--- src/rtl/mbus_pkg.sv ---
package mbus_pkg;
  localparam int ADDR_W = 20;
  localparam int LANE_W = 8;
  localparam int DATA_W = 2 * LANE_W;
  localparam int XLO    = 14;
  localparam int XW     = ADDR_W - XLO;

  // where the bytes of one bus cycle sit on the pins
  typedef enum logic [1:0] {LN_HI, LN_LO, LN_BOTH, LN_SWAP} lane_e;
  typedef enum logic [1:0] {ST_IDLE, ST_ADR, ST_DAT} state_e;
endpackage

--- src/rtl/mbus_cycle_plan.sv ---
module mbus_cycle_plan
  import mbus_pkg::*;
#(
  parameter logic [ADDR_W-1:0] RAM_BASE = 20'h01000,
  parameter logic [ADDR_W-1:0] RAM_TOP  = 20'h03FFF
) (
  input  logic              narrow,
  input  logic              word,
  input  logic [ADDR_W-1:0] base_addr,
  input  logic [DATA_W-1:0] wdata,
  input  logic              idx,
  output logic              two,
  output logic [ADDR_W-1:0] cyc_addr,
  output logic              strb_n,
  output lane_e             lane,
  output logic [DATA_W-1:0] wr_lanes
);
  logic in_ram, odd;
  logic [LANE_W-1:0] byte_v;

  assign odd      = base_addr[0];
  assign in_ram   = (base_addr >= RAM_BASE) && (base_addr < RAM_TOP);
  assign two      = word && (narrow || (odd && !in_ram));
  assign cyc_addr = base_addr + ADDR_W'(idx);
  assign byte_v   = (word && !idx) ? wdata[DATA_W-1:LANE_W] : wdata[LANE_W-1:0];

  always_comb begin
    if (narrow) begin
      lane   = LN_HI;
      strb_n = 1'b1;
    end else if (word && !two) begin
      lane   = odd ? LN_SWAP : LN_BOTH;
      strb_n = odd;
    end else begin
      lane   = cyc_addr[0] ? LN_LO : LN_HI;
      strb_n = ~cyc_addr[0];
    end
  end

  always_comb begin
    case (lane)
      LN_BOTH: wr_lanes = wdata;
      LN_SWAP: wr_lanes = {wdata[LANE_W-1:0], wdata[DATA_W-1:LANE_W]};
      LN_LO:   wr_lanes = {{LANE_W{1'b0}}, byte_v};
      default: wr_lanes = {byte_v, {LANE_W{1'b0}}};
    endcase
  end
endmodule

--- src/rtl/mbus_cycle_seq.sv ---
module mbus_cycle_seq
  import mbus_pkg::*;
(
  input  logic   clk,
  input  logic   rst_n,
  input  logic   start,
  input  logic   two,
  output state_e state,
  output logic   idx,
  output logic   done
);
  always_ff @(posedge clk or negedge rst_n) begin
    if (!rst_n) begin
      state <= ST_IDLE;
      idx   <= 1'b0;
      done  <= 1'b0;
    end else begin
      done <= (state == ST_DAT) && (idx || !two);
      case (state)
        ST_IDLE: if (start) begin
          state <= ST_ADR;
          idx   <= 1'b0;
        end
        ST_ADR:  state <= ST_DAT;
        ST_DAT: begin
          if (two && !idx) begin
            state <= ST_ADR;
            idx   <= 1'b1;
          end else begin
            state <= ST_IDLE;
            idx   <= 1'b0;
          end
        end
        default: state <= ST_IDLE;
      endcase
    end
  end

  assert_single_done_R2: assert property (@(posedge clk) disable iff (!rst_n)
    done |=> !done);
  assert_second_only_split_R8: assert property (@(posedge clk) disable iff (!rst_n)
    idx |-> two);
endmodule

--- src/rtl/mbus_read_gather.sv ---
module mbus_read_gather
  import mbus_pkg::*;
(
  input  logic              clk,
  input  logic              rst_n,
  input  logic              clear,
  input  logic              capture,
  input  lane_e             lane,
  input  logic              split,
  input  logic              idx,
  input  logic [DATA_W-1:0] ad_in,
  output logic [DATA_W-1:0] rdata
);
  logic [LANE_W-1:0] sel;
  assign sel = (lane == LN_LO) ? ad_in[LANE_W-1:0] : ad_in[DATA_W-1:LANE_W];

  always_ff @(posedge clk or negedge rst_n) begin
    if (!rst_n) begin
      rdata <= '0;
    end else if (clear) begin
      rdata <= '0;
    end else if (capture) begin
      case (lane)
        LN_BOTH: rdata <= ad_in;
        LN_SWAP: rdata <= {ad_in[LANE_W-1:0], ad_in[DATA_W-1:LANE_W]};
        default: begin
          if (!split)   rdata <= {{LANE_W{1'b0}}, sel};
          else if (idx) rdata[LANE_W-1:0] <= sel;
          else          rdata[DATA_W-1:LANE_W] <= sel;
        end
      endcase
    end
  end
endmodule

--- src/rtl/mbus_lane_ctrl.sv ---
module mbus_lane_ctrl
  import mbus_pkg::*;
#(
  parameter logic [ADDR_W-1:0] RAM_BASE = 20'h01000,
  parameter logic [ADDR_W-1:0] RAM_TOP  = 20'h03FFF
) (
  input  logic              clk,
  input  logic              rst_n,
  input  logic              mode_narrow,
  input  logic              req_valid,
  output logic              req_ready,
  input  logic              req_word,
  input  logic              req_rd,
  input  logic [ADDR_W-1:0] req_addr,
  input  logic [DATA_W-1:0] req_wdata,
  output logic              rsp_done,
  output logic [DATA_W-1:0] rsp_rdata,
  output logic [DATA_W-1:0] bus_ad_out,
  output logic              bus_ad_oe,
  input  logic [DATA_W-1:0] bus_ad_in,
  output logic [XW-1:0]     bus_xaddr,
  output logic              bus_rd,
  output logic              bus_lstrb_n,
  output logic              bus_eclk
);
  logic              narrow_q, word_q, rd_q;
  logic [ADDR_W-1:0] addr_q;
  logic [DATA_W-1:0] wdata_q;
  logic              accept, two, idx, strb_n, busy;
  logic [ADDR_W-1:0] cyc_addr;
  logic [DATA_W-1:0] wr_lanes;
  lane_e             lane;
  state_e            state;

  assign req_ready = (state == ST_IDLE);
  assign accept    = req_valid && req_ready;
  assign busy      = (state != ST_IDLE);

  always_ff @(posedge clk or negedge rst_n) begin
    if (!rst_n) begin
      narrow_q <= 1'b0;
      word_q   <= 1'b0;
      rd_q     <= 1'b1;
      addr_q   <= '0;
      wdata_q  <= '0;
    end else if (accept) begin
      narrow_q <= mode_narrow;
      word_q   <= req_word;
      rd_q     <= req_rd;
      addr_q   <= req_addr;
      wdata_q  <= req_wdata;
    end
  end

  mbus_cycle_plan #(.RAM_BASE(RAM_BASE), .RAM_TOP(RAM_TOP)) u_plan (
    .narrow(narrow_q), .word(word_q), .base_addr(addr_q), .wdata(wdata_q),
    .idx(idx), .two(two), .cyc_addr(cyc_addr), .strb_n(strb_n),
    .lane(lane), .wr_lanes(wr_lanes)
  );

  mbus_cycle_seq u_seq (
    .clk(clk), .rst_n(rst_n), .start(accept), .two(two),
    .state(state), .idx(idx), .done(rsp_done)
  );

  mbus_read_gather u_gather (
    .clk(clk), .rst_n(rst_n), .clear(accept),
    .capture((state == ST_DAT) && rd_q), .lane(lane), .split(two),
    .idx(idx), .ad_in(bus_ad_in), .rdata(rsp_rdata)
  );

  always_comb begin
    bus_eclk    = (state == ST_DAT);
    bus_ad_oe   = (state == ST_ADR) || ((state == ST_DAT) && !rd_q);
    bus_xaddr   = busy ? cyc_addr[ADDR_W-1:XLO] : '0;
    bus_rd      = busy ? rd_q : 1'b1;
    bus_lstrb_n = busy ? strb_n : 1'b1;
    if (state == ST_ADR)                bus_ad_out = cyc_addr[DATA_W-1:0];
    else if (state == ST_DAT && !rd_q)  bus_ad_out = wr_lanes;
    else                                bus_ad_out = '0;
  end

  logic [ADDR_W-1:0] pin_addr;
  assign pin_addr = {bus_xaddr, bus_ad_out[XLO-1:0]};

  assert_ready_only_idle_R1: assert property (@(posedge clk) disable iff (!rst_n)
    req_ready |-> (!bus_eclk && !bus_ad_oe));
  assert_addr_then_data_R2: assert property (@(posedge clk) disable iff (!rst_n)
    (bus_ad_oe && !bus_eclk) |=> bus_eclk);
  assert_done_after_data_R2: assert property (@(posedge clk) disable iff (!rst_n)
    rsp_done |-> $past(bus_eclk));
  assert_xaddr_overlap_R3: assert property (@(posedge clk) disable iff (!rst_n)
    (bus_ad_oe && !bus_eclk) |-> (bus_xaddr[1:0] == bus_ad_out[XLO+1:XLO]));
  assert_read_released_R4: assert property (@(posedge clk) disable iff (!rst_n)
    (bus_eclk && bus_rd) |-> !bus_ad_oe);
  assert_unaligned_in_ram_R7: assert property (@(posedge clk) disable iff (!rst_n)
    (bus_ad_oe && !bus_eclk && bus_lstrb_n && bus_ad_out[0] && !narrow_q)
      |-> (pin_addr >= RAM_BASE && pin_addr < RAM_TOP));
  assert_narrow_strobe_R9: assert property (@(posedge clk) disable iff (!rst_n)
    (busy && narrow_q) |-> bus_lstrb_n);
endmodule

--- config.mk ---
export PLATFORM = sky130hd
export DESIGN_NAME = mbus_lane_ctrl
export DESIGN_NICKNAME = d
export VERILOG_FILES = /design/src/rtl/mbus_pkg.sv /design/src/rtl/mbus_cycle_plan.sv /design/src/rtl/mbus_cycle_seq.sv /design/src/rtl/mbus_read_gather.sv /design/src/rtl/mbus_lane_ctrl.sv
export SDC_FILE = /design/constraint.sdc
export NUM_CORES = 1
export LEC_CHECK = 0
export BUFFER_PORTS_ARGS = -buffer_cell sky130_fd_sc_hd__buf_2
export CAP_MARGIN = 10
export CORE_UTILIZATION = 38
export CTS_BUF_LIST = sky130_fd_sc_hd__clkbuf_4 sky130_fd_sc_hd__clkbuf_8 sky130_fd_sc_hd__clkbuf_16
export DETAILED_ROUTE_END_ITERATION = 7
export PLACE_DENSITY = 0.66
export SETUP_SLACK_MARGIN = 0.1
export SYNTH_ARGS = -nofsm -noshare
export SYNTH_HDL_FRONTEND = slang
export SYNTH_SLANG_ARGS = --single-unit
export TNS_END_PERCENT = 100
--- constraint.sdc ---
create_clock -name clk -period 2.9 [get_ports clk]
set_input_delay 0.58 -clock clk [delete_from_list [all_inputs] [get_ports clk]]
set_output_delay 0.58 -clock clk [all_outputs]
set_load 0.1 [all_outputs]
# [Word-level counts from Yosys, hierarchy flattened]
# Index checks and enable logic that the tools add are counted.
[op_classes] addsub=1 magnitude_cmp=2 eq_ne=8 n_mux=26 bitwise_logic=1 n_reduce_logical=24
[ops] op="2-to-1 mux 16 bit" count=5
[ops] op="case mux 16 bit (3 select lines)" count=1
[ops] op="2-to-1 mux 8 bit" count=4
[ops] op="case mux 16 bit (2 select lines)" count=1
[ops] op="adder 20 x 1 -> 20 bit" count=1
[ops] op=">= comparator 20 x 13 -> 1 bit, second input constant" count=1
[ops] op="< comparator 20 x 14 -> 1 bit, second input constant" count=1
[ops] op="logical AND 1 bit" count=10
[ops] op="!= test 5 bit, second input constant" count=2
[ops] op="2-to-1 mux 1 bit" count=9
[ops] op="equality test 2 bit, second input constant" count=3
[ops] op="2-to-1 mux 2 bit" count=3
[ops] op="2-to-1 mux 6 bit" count=1
[ops] op="case mux 2 bit (3 select lines)" count=1
[ops] op="AND reduction 2 bit" count=3
[ops] op="nonzero test 2 bit" count=3
[ops] op="equality test 2 x 1 -> 1 bit, second input constant" count=2
[ops] op="zero test 1 bit" count=4
[ops] op="logical OR 1 bit" count=3
[ops] op="zero test 2 bit" count=1
[ops] op="!= test 2 x 1 -> 1 bit, second input constant" count=1
[ops] op="case mux 1 bit (2 select lines)" count=1
[ops] op="inverter 1 bit" count=1
[word_totals] ff_bits=59 inputBits=58 output_inout_bits=44

# [Depth between registers and ports, before layout]
[logic_depth] ltp_word=17 mapped_depth=7 mapped_depth_nobuf=6

# [Modules after synthesis]
# From an unflattened synthesis, not the netlist that was laid out.
[hier_totals] cells_unflattened=354 area_unflattened_um2=3731.1
[by_module_without_submodules] module="mbus_lane_ctrl" n_inst=1 cells_per_inst=119 area_per_inst_um2=1764.2 seq_area_each_um2=977.2
[by_module_without_submodules] module="mbus_cycle_plan" n_inst=1 cells_per_inst=164 area_per_inst_um2=1003.5 seq_area_each_um2=0.0
[by_module_without_submodules] module="mbus_read_gather" n_inst=1 cells_per_inst=58 area_per_inst_um2=805.8 seq_area_each_um2=400.4
[by_module_without_submodules] module="mbus_cycle_seq" n_inst=1 cells_per_inst=13 area_per_inst_um2=157.7 seq_area_each_um2=100.1

# [Worst setup path after synthesis]
# Ideal clock, no wire load.
[synth_path] path_kind="register -> output" start="register addr_q[12]" end="output bus_ad_out[14]" arrival_ns=3.575 slack_ns=-1.255 stages_incl_launch_ff=7 n_path_buf=1 cell_sequence="dfrtp_1 buf_2 and4_1 nand4_1 a21oi_1 o211ai_2 o21ai_0"
[synth_between] elab_chain_len=14 elab_cells_between_ends=18 cone_classes="add/sub (1); order compare (2); eq/ne (3); mux (5); reduce/logical (7)"
[synth_lines] element="from (decl)" line_no="mbus_lane_ctrl.sv:27" text="logic [ADDR_W-1:0] addr_q;"
[synth_lines] element="from (signal assigned)" line_no="mbus_lane_ctrl.sv:50" text="addr_q <= req_addr;"
[synth_lines] element=">= comparator 20 x 13 -> 1 bit or < comparator 20 x 14 -> 1 bit (tied branches)" line_no="mbus_cycle_plan.sv:22" text="assign in_ram = (base_addr >= RAM_BASE) && (base_addr < RAM_TOP);"
[synth_lines] element="logical AND 1 bit" line_no="mbus_cycle_plan.sv:22"
[synth_lines] element="zero test 1 bit" line_no="mbus_cycle_plan.sv:23" text="assign two = word && (narrow || (odd && !in_ram));"
[synth_lines] element="logical AND 1 bit" line_no="mbus_cycle_plan.sv:23"
[synth_lines] element="logical OR 1 bit" line_no="mbus_cycle_plan.sv:23"
[synth_lines] element="logical AND 1 bit" line_no="mbus_cycle_plan.sv:23"
[synth_lines] element="zero test 1 bit"
[synth_lines] element="logical AND 1 bit" line_no="mbus_cycle_plan.sv:31" text="end else if (word && !two) begin"
[synth_lines] element="2-to-1 mux 2 bit" line_no="mbus_cycle_plan.sv:31"
[synth_lines] element="2-to-1 mux 2 bit" line_no="mbus_cycle_plan.sv:28" text="if (narrow) begin"
[synth_lines] element="equality test 2 x 1 -> 1 bit or equality test 2 bit (tied branches)" line_no="mbus_cycle_plan.sv:41" text="case (lane)"
[synth_lines] element="case mux 16 bit (3 select lines)" line_no="mbus_cycle_plan.sv:41"
[synth_lines] element="2-to-1 mux 16 bit" line_no="mbus_lane_ctrl.sv:79" text="else if (state == ST_DAT && !rd_q) bus_ad_out = wr_lanes;"
[synth_lines] element="2-to-1 mux 16 bit (*)" line_no="mbus_lane_ctrl.sv:78" text="if (state == ST_ADR) bus_ad_out = cyc_addr[DATA_W-1:0];"
[synth_lines] element="to (decl)" line_no="mbus_lane_ctrl.sv:18" text="output logic [DATA_W-1:0] bus_ad_out,"
# Every way passes the cells marked *; elsewhere a longest branch is shown, timed or not.

# [Worst setup path after layout]
[layout_path] start="register addr_q[12]" end="output bus_ad_out[4]"
[layout_between] elab_chain_len=14 elab_cells_between_ends=17 cone_classes="order compare (2); eq/ne (3); mux (5); reduce/logical (7)"
[layout_lines] element=">= comparator 20 x 13 -> 1 bit or < comparator 20 x 14 -> 1 bit (tied branches)" line_no="mbus_cycle_plan.sv:22"
[layout_lines] element="logical AND 1 bit (*)" line_no="mbus_cycle_plan.sv:22"
[layout_lines] element="zero test 1 bit (*)" line_no="mbus_cycle_plan.sv:23"
[layout_lines] element="logical AND 1 bit (*)" line_no="mbus_cycle_plan.sv:23"
[layout_lines] element="logical OR 1 bit (*)" line_no="mbus_cycle_plan.sv:23"
[layout_lines] element="logical AND 1 bit (*)" line_no="mbus_cycle_plan.sv:23"
[layout_lines] element="zero test 1 bit (*)"
[layout_lines] element="logical AND 1 bit (*)" line_no="mbus_cycle_plan.sv:31"
[layout_lines] element="2-to-1 mux 2 bit (*)" line_no="mbus_cycle_plan.sv:31"
[layout_lines] element="2-to-1 mux 2 bit (*)" line_no="mbus_cycle_plan.sv:28"
[layout_lines] element="equality test 2 x 1 -> 1 bit or equality test 2 bit (tied branches)" line_no="mbus_cycle_plan.sv:41"
[layout_lines] element="case mux 16 bit (3 select lines) (*)" line_no="mbus_cycle_plan.sv:41"
[layout_lines] element="2-to-1 mux 16 bit (*)" line_no="mbus_lane_ctrl.sv:79"
[layout_lines] element="2-to-1 mux 16 bit (*)" line_no="mbus_lane_ctrl.sv:78"
# Marked as above.

==> results.txt <==
Minimum clock period: 2894 ps
Tightest Pin Transition: 748.8 ps
CTS tree: yes
Antenna-violating nets left: 0
Non-Filler Instances: 640
Hold Path Class: in -> async
Critical Path RT: 2320 ps
Ys Warns: 0
Commonest non-fill, non-tap cells in the layout: buf_2, dfrtp_1, buf_4, mux2_2, nand2_1
Layout cell share with drive strength beyond 1: 51.66%
WS Path Type: reg -> out
Netlist cell types: 55
# DRC: 0
Nets@finish: 566
Final worst clock skew: 7.068 ps
Max_cap viols: 0
Period utilization: 99.80%
Most common cell after layout, fill and taps aside: buf_2
Row cnt: 35
Cells after synthesis: 363
DIE AREA: 10070 µm²
#FFs+latches synth: 59
Placer Congestion: 0.8327
Top cells by area, synth: dfrtp_1, mux2_2, mux2i_1, o221ai_1, nand2_1
Wirelength, routed: 11160 µm
Die width: 100.3 µm
RSZ-0062 raised after global routing: yes
Largest net degree at the start of global routing: 40
Final HPWL from detailed placement: 8051 µm
Number of synthesized flops with an enable pin: 0
F_max: 0.3455 GHz
Crit path launch type: register
Die Span Y: 100.3 µm
Grt total ovfl: 0
TritonCTS buffer count: 9
ANT cells: 0
Dpl ws: 109.3 ps
Starting Density: 39.58%
Post-synthesis sequential area ratio: 40.21%
Worst EP arrival: 2310 ps
First-pass GRT wire length: 17570 µm
Vias in the first global route: 3412
Mean post-synth cell area: 10.12 µm²
Core Footprint: 9284 µm²
Outcome: completed
Clk sink count: 59
Initial antenna violation count: 0
Worst setup EP type: output pin
CTS H-Tree Depth: 3
Placed Instances: 593
Netlist Area Pre-Place: 3675 µm²
Setup WS post-layout: 5.671 ps
Fin. max-slew vios: 0
Critical-path maximum fanout: 8
Clock slew at reported path FFs: 80 ps
Area grow syn2layout: 52.47%
Syn_nets: 423
Async set-reset flop share out of synthesis: 100.0%
Drt pass-1 iters: 4
Final hold vios: 0
Gr usage total: 22.67%
Via density: 5.427
Post-layout util: 60.35%
Via count: 3473
Final setup viols: 0
Synth area leader: dfrtp_1
Share of the synthesized area in the top cell type: 39.50%
Min Hold Slack: 18.56 ps
Num ports: 102
Max Root-Sink Buffers: 2
Slew Limit Headroom: 49.63%
Clk Latency, worst-skew pair: 340 ps
Prevailing post-synth register cell: dfrtp_1
Post-CTS Hold Fix Bufs: 0
Starting DRT DRC Count: 168
Port-buffer cells: 101
DR WL/cell: 17.44 µm
Clock Root Buffer: clkbuf_8
[critical path, cell delays in order (launching register included)]
cell      delay (ps)
dfrtp_1          400
o211ai_1         280
buf_4            190
o21ai_4           70
a2111o_2         450
buf_12           170
o221ai_4         200
buf_12           200
[sequential cells by signal, summed over array words and instances (netlist names)]
name            count
addr_q             20
narrow_q            1
rd_q                1
u_gather.rdata     16
u_seq.done          1
u_seq.idx           1
u_seq.state         2
wdata_q            16
word_q              1
[worst paths after layout]
| check | start | end | slack, ps | cells past startpoint |
|---|---|---|---|---|
| max | addr_q[12] | bus_ad_out[4] | 6 | 7 |
| min | rst_n | wdata_q[10] | 20 | 1 |
| max reg2reg | addr_q[17] | u_gather.rdata[9] | 600 | 7 |
| min reg2reg | u_gather.rdata[12] | u_gather.rdata[12] | 500 | 1 |
| max in group asynchronous | rst_n | rd_q | 2270 | 2 |
| min in group clk | req_addr[11] | addr_q[11] | 460 | 2 |
[logic make-up after synthesis]
family	synth area share [%]
buffers and inverters	3.609
AOI/OAI and AO/OA	17.09
xor gates and xnor gates	4.290
DFF	40.21
adders and majority gates	0.6809
and+or+nand+nor	15.94
muxes	18.18
[per-stage QoR]
stage	cell area [µm²]	TNS (ps)
2_1_floorplan	3960	-304.6
3_3_place_gp	5039	0
3_5_place_dp	5039	0
4_1_cts	5519	-145.4
5_1_grt	5603	-888.1
6_report	5603	0
[synthesized netlist by cell type, drive strengths merged, types with 3 or more instances]
cell / n
dfrtp: 58
mux2: 38
nand2: 31
mux2i: 24
nor2b: 18
a31oi: 17
o221ai: 15
nor2: 14
o21ai: 13
buf: 12
xnor2: 12
clkbuf: 11
a21oi: 10
nand3: 10
nand4: 10
o31ai: 8
a211oi: 7
and4: 6
xor2: 6
and2: 5
inv: 4
nand2b: 4
o211ai: 3
or2: 3
[repair_timing]
action                     in CTS  in global routing
setup buffers                  27                  4
setup endpoints to repair      20                 17
gates resized for setup        22                 13
cloned                          1                  0
pin swaps                      15                  9
[layout make-up]
type	count	area, µm²
Clock buffer	9	123.9
Tap cell	129	161.4
Clock inverter	7	53.80
Multi-Input combinational cell	277	2456
Sequential cell	59	1481
Inverter	4	15.01
Fill cell	778	3681
Timing Repair Buffer	155	1311
[metal layers]
metal	track usage, %	wire length [µm]
met4	9.922	290
met3	2.855	487
met2	36.14	5339
met1	30.96	5042
met5	0	0
Power is left out: the tool's default activity adds up to more than one toggle a clock period on the data nets, which glitch-free logic cannot reach.
